<file path="src/rtl/cq_pkg.sv">
package cq_pkg;

    // Entry format codes held in the control word
    typedef enum logic [1:0] {
        FMT_ONE_WORD  = 2'b00,
        FMT_TWO_EXT   = 2'b01,
        FMT_TWO_CSUM  = 2'b10,
        FMT_FOUR_WORD = 2'b11
    } ent_fmt_e;

    // Control word, most significant field first
    typedef struct packed {
        logic [23:0] base_hi;      // base address bits 31:8
        logic [3:0]  thr_field;    // threshold, scaled by 4
        ent_fmt_e    fmt;          // entry format
        logic        prod_host_en; // host may write producer index
        logic        addr64;       // ring in 64-bit space
    } ctl_word_t;

    localparam int BASE_ALIGN_BITS = 8;

    function automatic logic [2:0] entry_shift(input ent_fmt_e f);
        case (f)
            FMT_ONE_WORD:  entry_shift = 3'd2;
            FMT_FOUR_WORD: entry_shift = 3'd4;
            default:       entry_shift = 3'd3;
        endcase
    endfunction

endpackage

</file>
<file path="src/rtl/cq_geometry.sv">
module cq_geometry
    import cq_pkg::*;
#(
    parameter int RING_LOG2 = 12,
    parameter int IDX_W     = RING_LOG2 - 1
) (
    input  ent_fmt_e         fmt,
    input  logic             ring_large,
    output logic [2:0]       ent_shift,
    output logic [IDX_W-1:0] idx_mask
);

    logic [IDX_W:0] count;

    always_comb begin
        ent_shift = entry_shift(fmt);
        count     = (IDX_W+1)'(1) << (RING_LOG2 + int'(ring_large) - int'(ent_shift));
        idx_mask  = IDX_W'(count - (IDX_W+1)'(1));
    end

endmodule

</file>
<file path="src/rtl/cq_ring_index.sv">
module cq_ring_index #(
    parameter int IDX_W = 11
) (
    input  logic             clk,
    input  logic             rst_n,
    input  logic [IDX_W-1:0] idx_mask,
    input  logic             post_req,
    input  logic             prod_host_wr,
    input  logic [IDX_W-1:0] prod_wdata,
    input  logic             cons_we,
    input  logic [IDX_W-1:0] cons_wdata,
    output logic             post_ack,
    output logic [IDX_W-1:0] prod_m,
    output logic [IDX_W-1:0] cons_m,
    output logic [IDX_W-1:0] valid_cnt,
    output logic [IDX_W-1:0] empty_cnt,
    output logic             full
);

    typedef struct packed {
        logic [IDX_W-1:0] prod;
        logic [IDX_W-1:0] cons;
    } idx_state_t;

    idx_state_t st_d, st_q;

    always_comb begin
        prod_m    = st_q.prod & idx_mask;
        cons_m    = st_q.cons & idx_mask;
        valid_cnt = (prod_m - cons_m) & idx_mask;
        empty_cnt = idx_mask - valid_cnt;
        full      = (empty_cnt == '0);
        post_ack  = post_req && !full && !prod_host_wr;

        st_d = st_q;
        if (prod_host_wr)
            st_d.prod = prod_wdata & idx_mask;
        else if (post_ack)
            st_d.prod = (prod_m + IDX_W'(1)) & idx_mask;
        if (cons_we)
            st_d.cons = cons_wdata & idx_mask;
    end

    always_ff @(posedge clk) begin
        if (!rst_n) st_q <= '0;
        else        st_q <= st_d;
    end

    AST_POST_ADVANCE: assert property (@(posedge clk) disable iff (!rst_n)
        post_ack |=> st_q.prod == (($past(prod_m) + IDX_W'(1)) & $past(idx_mask)));

    AST_FULL_HOLD: assert property (@(posedge clk) disable iff (!rst_n)
        (full && !prod_host_wr) |=> st_q.prod == $past(st_q.prod));

    AST_CONS_LOAD: assert property (@(posedge clk) disable iff (!rst_n)
        cons_we |=> st_q.cons == ($past(cons_wdata) & $past(idx_mask)));

endmodule

</file>
<file path="src/rtl/cq_thresh_irq.sv">
module cq_thresh_irq #(
    parameter int IDX_W = 11
) (
    input  logic             clk,
    input  logic             rst_n,
    input  logic [3:0]       thr_field,
    input  logic             mode_valid,
    input  logic [IDX_W-1:0] valid_cnt,
    input  logic [IDX_W-1:0] empty_cnt,
    input  logic             irq_clr,
    output logic             irq
);

    typedef struct packed {
        logic irq;
    } irq_state_t;

    irq_state_t       st_d, st_q;
    logic [IDX_W-1:0] thr_eff;
    logic             hit;

    always_comb begin
        thr_eff = IDX_W'({thr_field, 2'b00});
        hit     = mode_valid ? (valid_cnt >= thr_eff) : (empty_cnt <= thr_eff);
        st_d    = st_q;
        if (irq_clr)  st_d.irq = 1'b0;
        else if (hit) st_d.irq = 1'b1;
        irq = st_q.irq;
    end

    always_ff @(posedge clk) begin
        if (!rst_n) st_q <= '0;
        else        st_q <= st_d;
    end

    AST_EMPTY_MODE_SET: assert property (@(posedge clk) disable iff (!rst_n)
        (!mode_valid && empty_cnt <= IDX_W'({thr_field, 2'b00}) && !irq_clr) |=> irq);

    AST_VALID_MODE_SET: assert property (@(posedge clk) disable iff (!rst_n)
        (mode_valid && valid_cnt >= IDX_W'({thr_field, 2'b00}) && !irq_clr) |=> irq);

    AST_IRQ_STICKY: assert property (@(posedge clk) disable iff (!rst_n)
        (irq && !irq_clr) |=> irq);

    AST_IRQ_CLEAR: assert property (@(posedge clk) disable iff (!rst_n)
        irq_clr |=> !irq);

endmodule

</file>
<file path="src/rtl/cq_thresh_ctrl.sv">
module cq_thresh_ctrl
    import cq_pkg::*;
#(
    parameter int RING_LOG2 = 12,
    localparam int IDX_W    = RING_LOG2 - 1
) (
    input  logic             clk,
    input  logic             rst_n,
    input  logic             ctl_we,
    input  logic [31:0]      ctl_wdata,
    input  logic             ring_8k,
    input  logic             thr_mode_valid,
    input  logic             post_req,
    output logic             post_ack,
    input  logic             prod_we,
    input  logic [IDX_W-1:0] prod_wdata,
    input  logic             cons_we,
    input  logic [IDX_W-1:0] cons_wdata,
    input  logic             irq_clr,
    output logic [IDX_W-1:0] prod_idx,
    output logic [IDX_W-1:0] cons_idx,
    output logic [IDX_W-1:0] valid_cnt,
    output logic [IDX_W-1:0] empty_cnt,
    output logic             ring_full,
    output logic [31:0]      next_addr,
    output logic             addr64,
    output logic             irq_stat
);

    typedef struct packed {
        ctl_word_t ctl;
    } top_state_t;

    top_state_t       st_d, st_q;
    logic [2:0]       ent_shift;
    logic [IDX_W-1:0] idx_mask;
    logic             prod_host_wr;
    logic [31:0]      base_addr;

    always_comb begin
        st_d = st_q;
        if (ctl_we) st_d.ctl = ctl_word_t'(ctl_wdata);
        prod_host_wr = prod_we && st_q.ctl.prod_host_en;
        base_addr    = {st_q.ctl.base_hi, {BASE_ALIGN_BITS{1'b0}}};
        next_addr    = base_addr + (32'(prod_idx) << ent_shift);
        addr64       = st_q.ctl.addr64;
    end

    always_ff @(posedge clk) begin
        if (!rst_n) st_q <= '0;
        else        st_q <= st_d;
    end

    cq_geometry #(.RING_LOG2(RING_LOG2), .IDX_W(IDX_W)) u_geom (
        .fmt        (st_q.ctl.fmt),
        .ring_large (ring_8k),
        .ent_shift  (ent_shift),
        .idx_mask   (idx_mask)
    );

    cq_ring_index #(.IDX_W(IDX_W)) u_idx (
        .clk          (clk),
        .rst_n        (rst_n),
        .idx_mask     (idx_mask),
        .post_req     (post_req),
        .prod_host_wr (prod_host_wr),
        .prod_wdata   (prod_wdata),
        .cons_we      (cons_we),
        .cons_wdata   (cons_wdata),
        .post_ack     (post_ack),
        .prod_m       (prod_idx),
        .cons_m       (cons_idx),
        .valid_cnt    (valid_cnt),
        .empty_cnt    (empty_cnt),
        .full         (ring_full)
    );

    cq_thresh_irq #(.IDX_W(IDX_W)) u_irq (
        .clk        (clk),
        .rst_n      (rst_n),
        .thr_field  (st_q.ctl.thr_field),
        .mode_valid (thr_mode_valid),
        .valid_cnt  (valid_cnt),
        .empty_cnt  (empty_cnt),
        .irq_clr    (irq_clr),
        .irq        (irq_stat)
    );

    AST_ADDR_WORD_ALIGNED: assert property (@(posedge clk) disable iff (!rst_n)
        next_addr[1:0] == 2'b00);

    AST_PROD_LOCKED: assert property (@(posedge clk) disable iff (!rst_n)
        (prod_we && !st_q.ctl.prod_host_en && !post_req && !ctl_we) |=> prod_idx == $past(prod_idx));

    AST_FULL_NO_ACK: assert property (@(posedge clk) disable iff (!rst_n)
        ring_full |-> !post_ack);

endmodule

</file>
<file path="config.mk">
export PLATFORM = sky130hd
export DESIGN_NAME = cq_thresh_ctrl
export DESIGN_NICKNAME = d
export VERILOG_FILES = /design/src/rtl/cq_pkg.sv /design/src/rtl/cq_geometry.sv /design/src/rtl/cq_ring_index.sv /design/src/rtl/cq_thresh_irq.sv /design/src/rtl/cq_thresh_ctrl.sv
export SDC_FILE = /design/constraint.sdc
export NUM_CORES = 1
export LEC_CHECK = 0
export BUFFER_PORTS_ARGS = -buffer_cell sky130_fd_sc_hd__buf_2
export CAP_MARGIN = 10
export CORE_MARGIN = 1.5
export CORE_UTILIZATION = 53
export CTS_CLUSTER_DIAMETER = 40
export DETAILED_ROUTE_END_ITERATION = 10
export GPL_TIMING_DRIVEN = 1
export PLACE_DENSITY = 0.82
export SETUP_SLACK_MARGIN = 0.02
export SLEW_MARGIN = 10
export SYNTH_ARGS = -nofsm -noshare
export SYNTH_HDL_FRONTEND = slang
export SYNTH_SLANG_ARGS = --single-unit
export TNS_END_PERCENT = 5
</file>
<file path="constraint.sdc">
create_clock -name clk -period 13.8 [get_ports clk]
set_input_delay 4.14 -clock clk [delete_from_list [all_inputs] [get_ports clk]]
set_output_delay 4.14 -clock clk [all_outputs]
set_load 0.02 [all_outputs]
</file>
==> flow_summary_export.csv <==
group,metric,value,unit
outcome,status,"complete, no violations",
placement,dpl_cell_area,5547,um2
critical_path,path_class,"in2out",
finish,area_delta_synth_final,17.74,%
clocking,clock-sinks,55,
synthesis,synthCells,619,
worst_hold_path,min_path_cells,2,
finish,nets,846,
sta,grt_setup_unrepaired,"no",
power_and_ir_drop,ir_drop,0.05927,mV
finish,stdcell_area,5648,um2
clocking,clk_pin_slew,110,ps
synthesis,synth_compound_area_share,15.65,%
finish,regArea,1101,um2
sta,finalHoldViolations,0,
placement,pre_cts_ws,481.3,ps
worst_hold_path,worstHoldStart,"u_idx.st_q[1]",
sta,setup_ws,567.2,ps
placement,place_congestion,0.9700,
route,drtPass1Iterations,5,
worst_hold_path,hold_end,"u_idx.st_q[1]",
critical_path,worstPathRequired,9660,ps
power_and_ir_drop,powerDensity,80.65,nW/um2
global_route,grtUsageTotal,28.14,%
synthesis,syn_area_per_cell,7.750,um2
run,maxCapViolations,0,
route,drt_iter0_drc,262,
synthesis,syn_area,4797,um2
critical_path,max_stage_delay,660,ps
critical_path,critPathSlowestCell,"o311ai_0",
synthesis,synth_xor_area_share,7.460,%
die,ioPinCount,143,
global_route,grt_overflow,0,
sta,max_freq,0.07557,GHz
clocking,worstSkewPairLatency,320,ps
global_route,grt_max_degree,37,
critical_path,worstReg2RegEnd,"u_idx.st_q[12]",
global_route,grt_pass1_vias,4724,
critical_path,critPathCaptureType,"output port",
critical_path,path_cells,"buf_2 -> fa_1 -> and4bb_2 -> a21oi_1 -> or2_2 -> xor2_1 -> nand3b_1 -> inv_1 -> a21oi_1 -> a21oi_1 -> a21oi_1 -> inv_1 -> ha_1 -> a21o_1 -> a21oi_1 -> o21bai_1 -> a211oi_1 -> o311ai_0 -> a21oi_1 -> nor2_1 -> nand4_1 -> xnor2_1 -> buf_2",
clocking,root_buffer,"clkbuf_8",
die,row_count,34,
synthesis,synth_edf_count,0,
global_route,grt_pass1_wl,22320,um
clocking,cts_buffers,5,
critical_path,critPathArrivalTime,9090,ps
sta,setup_tns,0,ps
synthesis,yosys.area_share.adder,10.80,%
critical_path,worstRegToRegCells,18,
critical_path,cpMostUsedCell,"a21oi_1",
finish,final_util,64.45,%
placement,dp.cells,845,
finish,drive_above_1_share,23.62,%
sta,fin_crit_sh,95.89,%
finish,antenna_cells,0,
finish,finalNonFillerCells,853,
synthesis,synth_flop_cell,"dfxtp_1",
synthesis,yosysSeqAreaShare,22.95,%
sta,setup_viol,0,
clocking,clock_path_buffers,2,
die,die_width,98.14,um
worst_hold_path,hp-class,"reg2reg",
die,die-area,9630,um2
route,ant_nets,0,
die,die_h,98.14,um
finish,multi_input_area,3401,um2
sta,skew,8.012,ps
synthesis,synth_mux_area_share,11.89,%
sta,final_max_slew_viol_count,0,
route,drt-total-wl,13580,um
synthesis,async_reset_ff_share,0,%
placement,port_buffers,142,
synthesis,synth_cell_types,72,
clocking,cts_max_level,2,
sta,slew_headroom,34.20,%
sta,worst_hold_slack,476.9,ps
clocking,cts_tree,"done",
die,core_area,8763,um2
route,avgViaCountPerCell,5.736,
critical_path,crit_fanout,7,
sta,tightest_slew,987.0,ps
sta,layout_min_cycle_time,13230,ps
placement,hpwl,10830,um
power_and_ir_drop,p_total,0.4555,mW
synthesis,yosys.area_share.simple,24.78,%
synthesis,synth_warnings,0,
route,wl_per_cell,15.92,um
finish,nFillCells,809,
critical_path,r2r-start,"st_q[2]",
clocking,cts_hold_buffers,0,
die,start_util,54.74,%
power_and_ir_drop,power_leakage,2.875,nW
critical_path,ff2ff_setup_slack,8270,ps
global_route,antenna_found_initial,0,
route,vias,4893,
synthesis,ys_ff_latch,55,
synthesis,synth_top_family_by_area,"simple AND/OR/NAND/NOR gates",
route,drc,0,
critical_path,start_kind,"input port",
[registers in the layout (all words and copies together), names as in the netlist]
register / count
u_irq.irq: 1
u_idx.st_q: 22
st_q: 7
base_addr: 24
addr64: 1
[synthesized netlist by cell type, drive strengths merged, types with 3 or more instances]
library cell   n  area [um2]
nor2          71       266.5
dfxtp         55        1101
mux2i         51       514.2
nand2         50       187.7
inv           44       165.2
a21oi         40       204.0
ha            35       437.9
nand3         27       135.1
o21ai         22       110.1
clkbuf        21       78.83
xnor2         21       183.9
xor2          19       173.9
nand2b        18       112.6
nor3          16       85.08
and2          12       77.57
buf           10       62.56
nor2b          9       63.81
a21o           8       60.06
and3           7       48.80
a211oi         6       45.04
mux2           5       56.30
a31oi          4       25.02
fa             4       80.08
nand3b         4       30.03
nand4          4       25.02
o22ai          4       25.02
a22o           3       35.04
a22oi          3       22.52
nand4b         3       26.28
nor3b          3       22.52
o21bai         3       22.52
or2            3       18.77
or3            3       23.77
[power by group]
group	internal, mW	total (mW)	leakage [nW]	switching, mW
registers	0.167	0.175	0.452	0.00765
logic	0.0695	0.179	2.37	0.110
clock network	0.0386	0.102	0.0511	0.0630
total	0.275	0.455	2.88	0.180
[logic make-up (layout without fill, tap and decap cells)]
kind of cell | after synthesis | in the layout
AO/OA/AOI/OAI | 116 | 116
XOR/XNOR | 40 | 40
adder cells (fa/ha/maj) | 39 | 39
buffers and inverters | 75 | 199
flip-flops | 55 | 55
multiplexers | 56 | 56
other | 1 | 3
AND/OR/NAND/NOR | 237 | 237
[placed cells by master, fill, tap and decap left out, types with 3 or more instances in the layout]
master | synthesis | routed
dfxtp_1 | 55 | 55
o21ai_0 | 21 | 21
nor3_1 | 15 | 15
a31oi_1 | 4 | 4
nor2_1 | 71 | 71
nand3_1 | 27 | 27
nand2_1 | 50 | 50
and2_1 | 9 | 9
and3_1 | 6 | 6
inv_1 | 43 | 43
conb_1 | 1 | 3
nor2b_1 | 8 | 8
nand2b_1 | 18 | 18
or2_2 | 3 | 3
o21bai_1 | 3 | 3
buf_2 | 2 | 142
nand3b_1 | 4 | 4
nand4_1 | 4 | 4
mux2i_1 | 50 | 50
buf_4 | 0 | 5
a211oi_1 | 6 | 6
a22oi_1 | 3 | 3
nand4b_1 | 3 | 3
fa_1 | 4 | 4
xnor2_1 | 21 | 21
xor2_1 | 18 | 18
nor3b_1 | 3 | 3
clkbuf_8 | 0 | 5
ha_1 | 35 | 35
o22ai_1 | 4 | 4
a21o_1 | 8 | 8
mux2_2 | 5 | 5
a21oi_1 | 39 | 38
[repair_timing]
item	CTS	global route
setup endpoints to repair	0	7
setup buffers	0	0
endpoints found under the hold margin	0	0
resized for setup	0	1
[worst max-delay path by stage]
stage / from / end / slack, ps / cells after the start
5_1_grt: ring_8k / next_addr[31] / 120 / 23
2_1_floorplan: ring_8k / next_addr[26] / 1040 / 22
4_1_cts: ring_8k / next_addr[24] / 440 / 24
6_report: ring_8k / next_addr[31] / 570 / 23
3_5_place_dp: ring_8k / next_addr[24] / 480 / 24
3_3_place_gp: ring_8k / next_addr[22] / 710 / 24
[worst max-delay path, delay by kind of cell]
family | cells | cell delay (ps)
simple gates | 5 | 1350
buf+inv | 4 | 480
compound gates | 10 | 1970
fa+ha+maj | 2 | 830
xor+xnor | 2 | 310
[final cells by class]
cell class	count	area share [%]
multi-input combinational	491	60.21
sequential	55	19.49
timing repair buffer	147	13.25
inverter	44	2.924
tap	108	2.393
clock buffer	5	1.218
clock inverter	3	0.5095
[per-layer routing]
layer | vias to the layer above | routed length, um | global-route usage (%)
met3 | 20 | 674 | 3.150
met2 | 154 | 6614 | 48.44
li1 | 2397 | - | -
met1 | 2322 | 6021 | 37.43
met4 | 0 | 268 | 7.692
met5 | - | 0 | 0
Power figures use the tool's default switching activity.
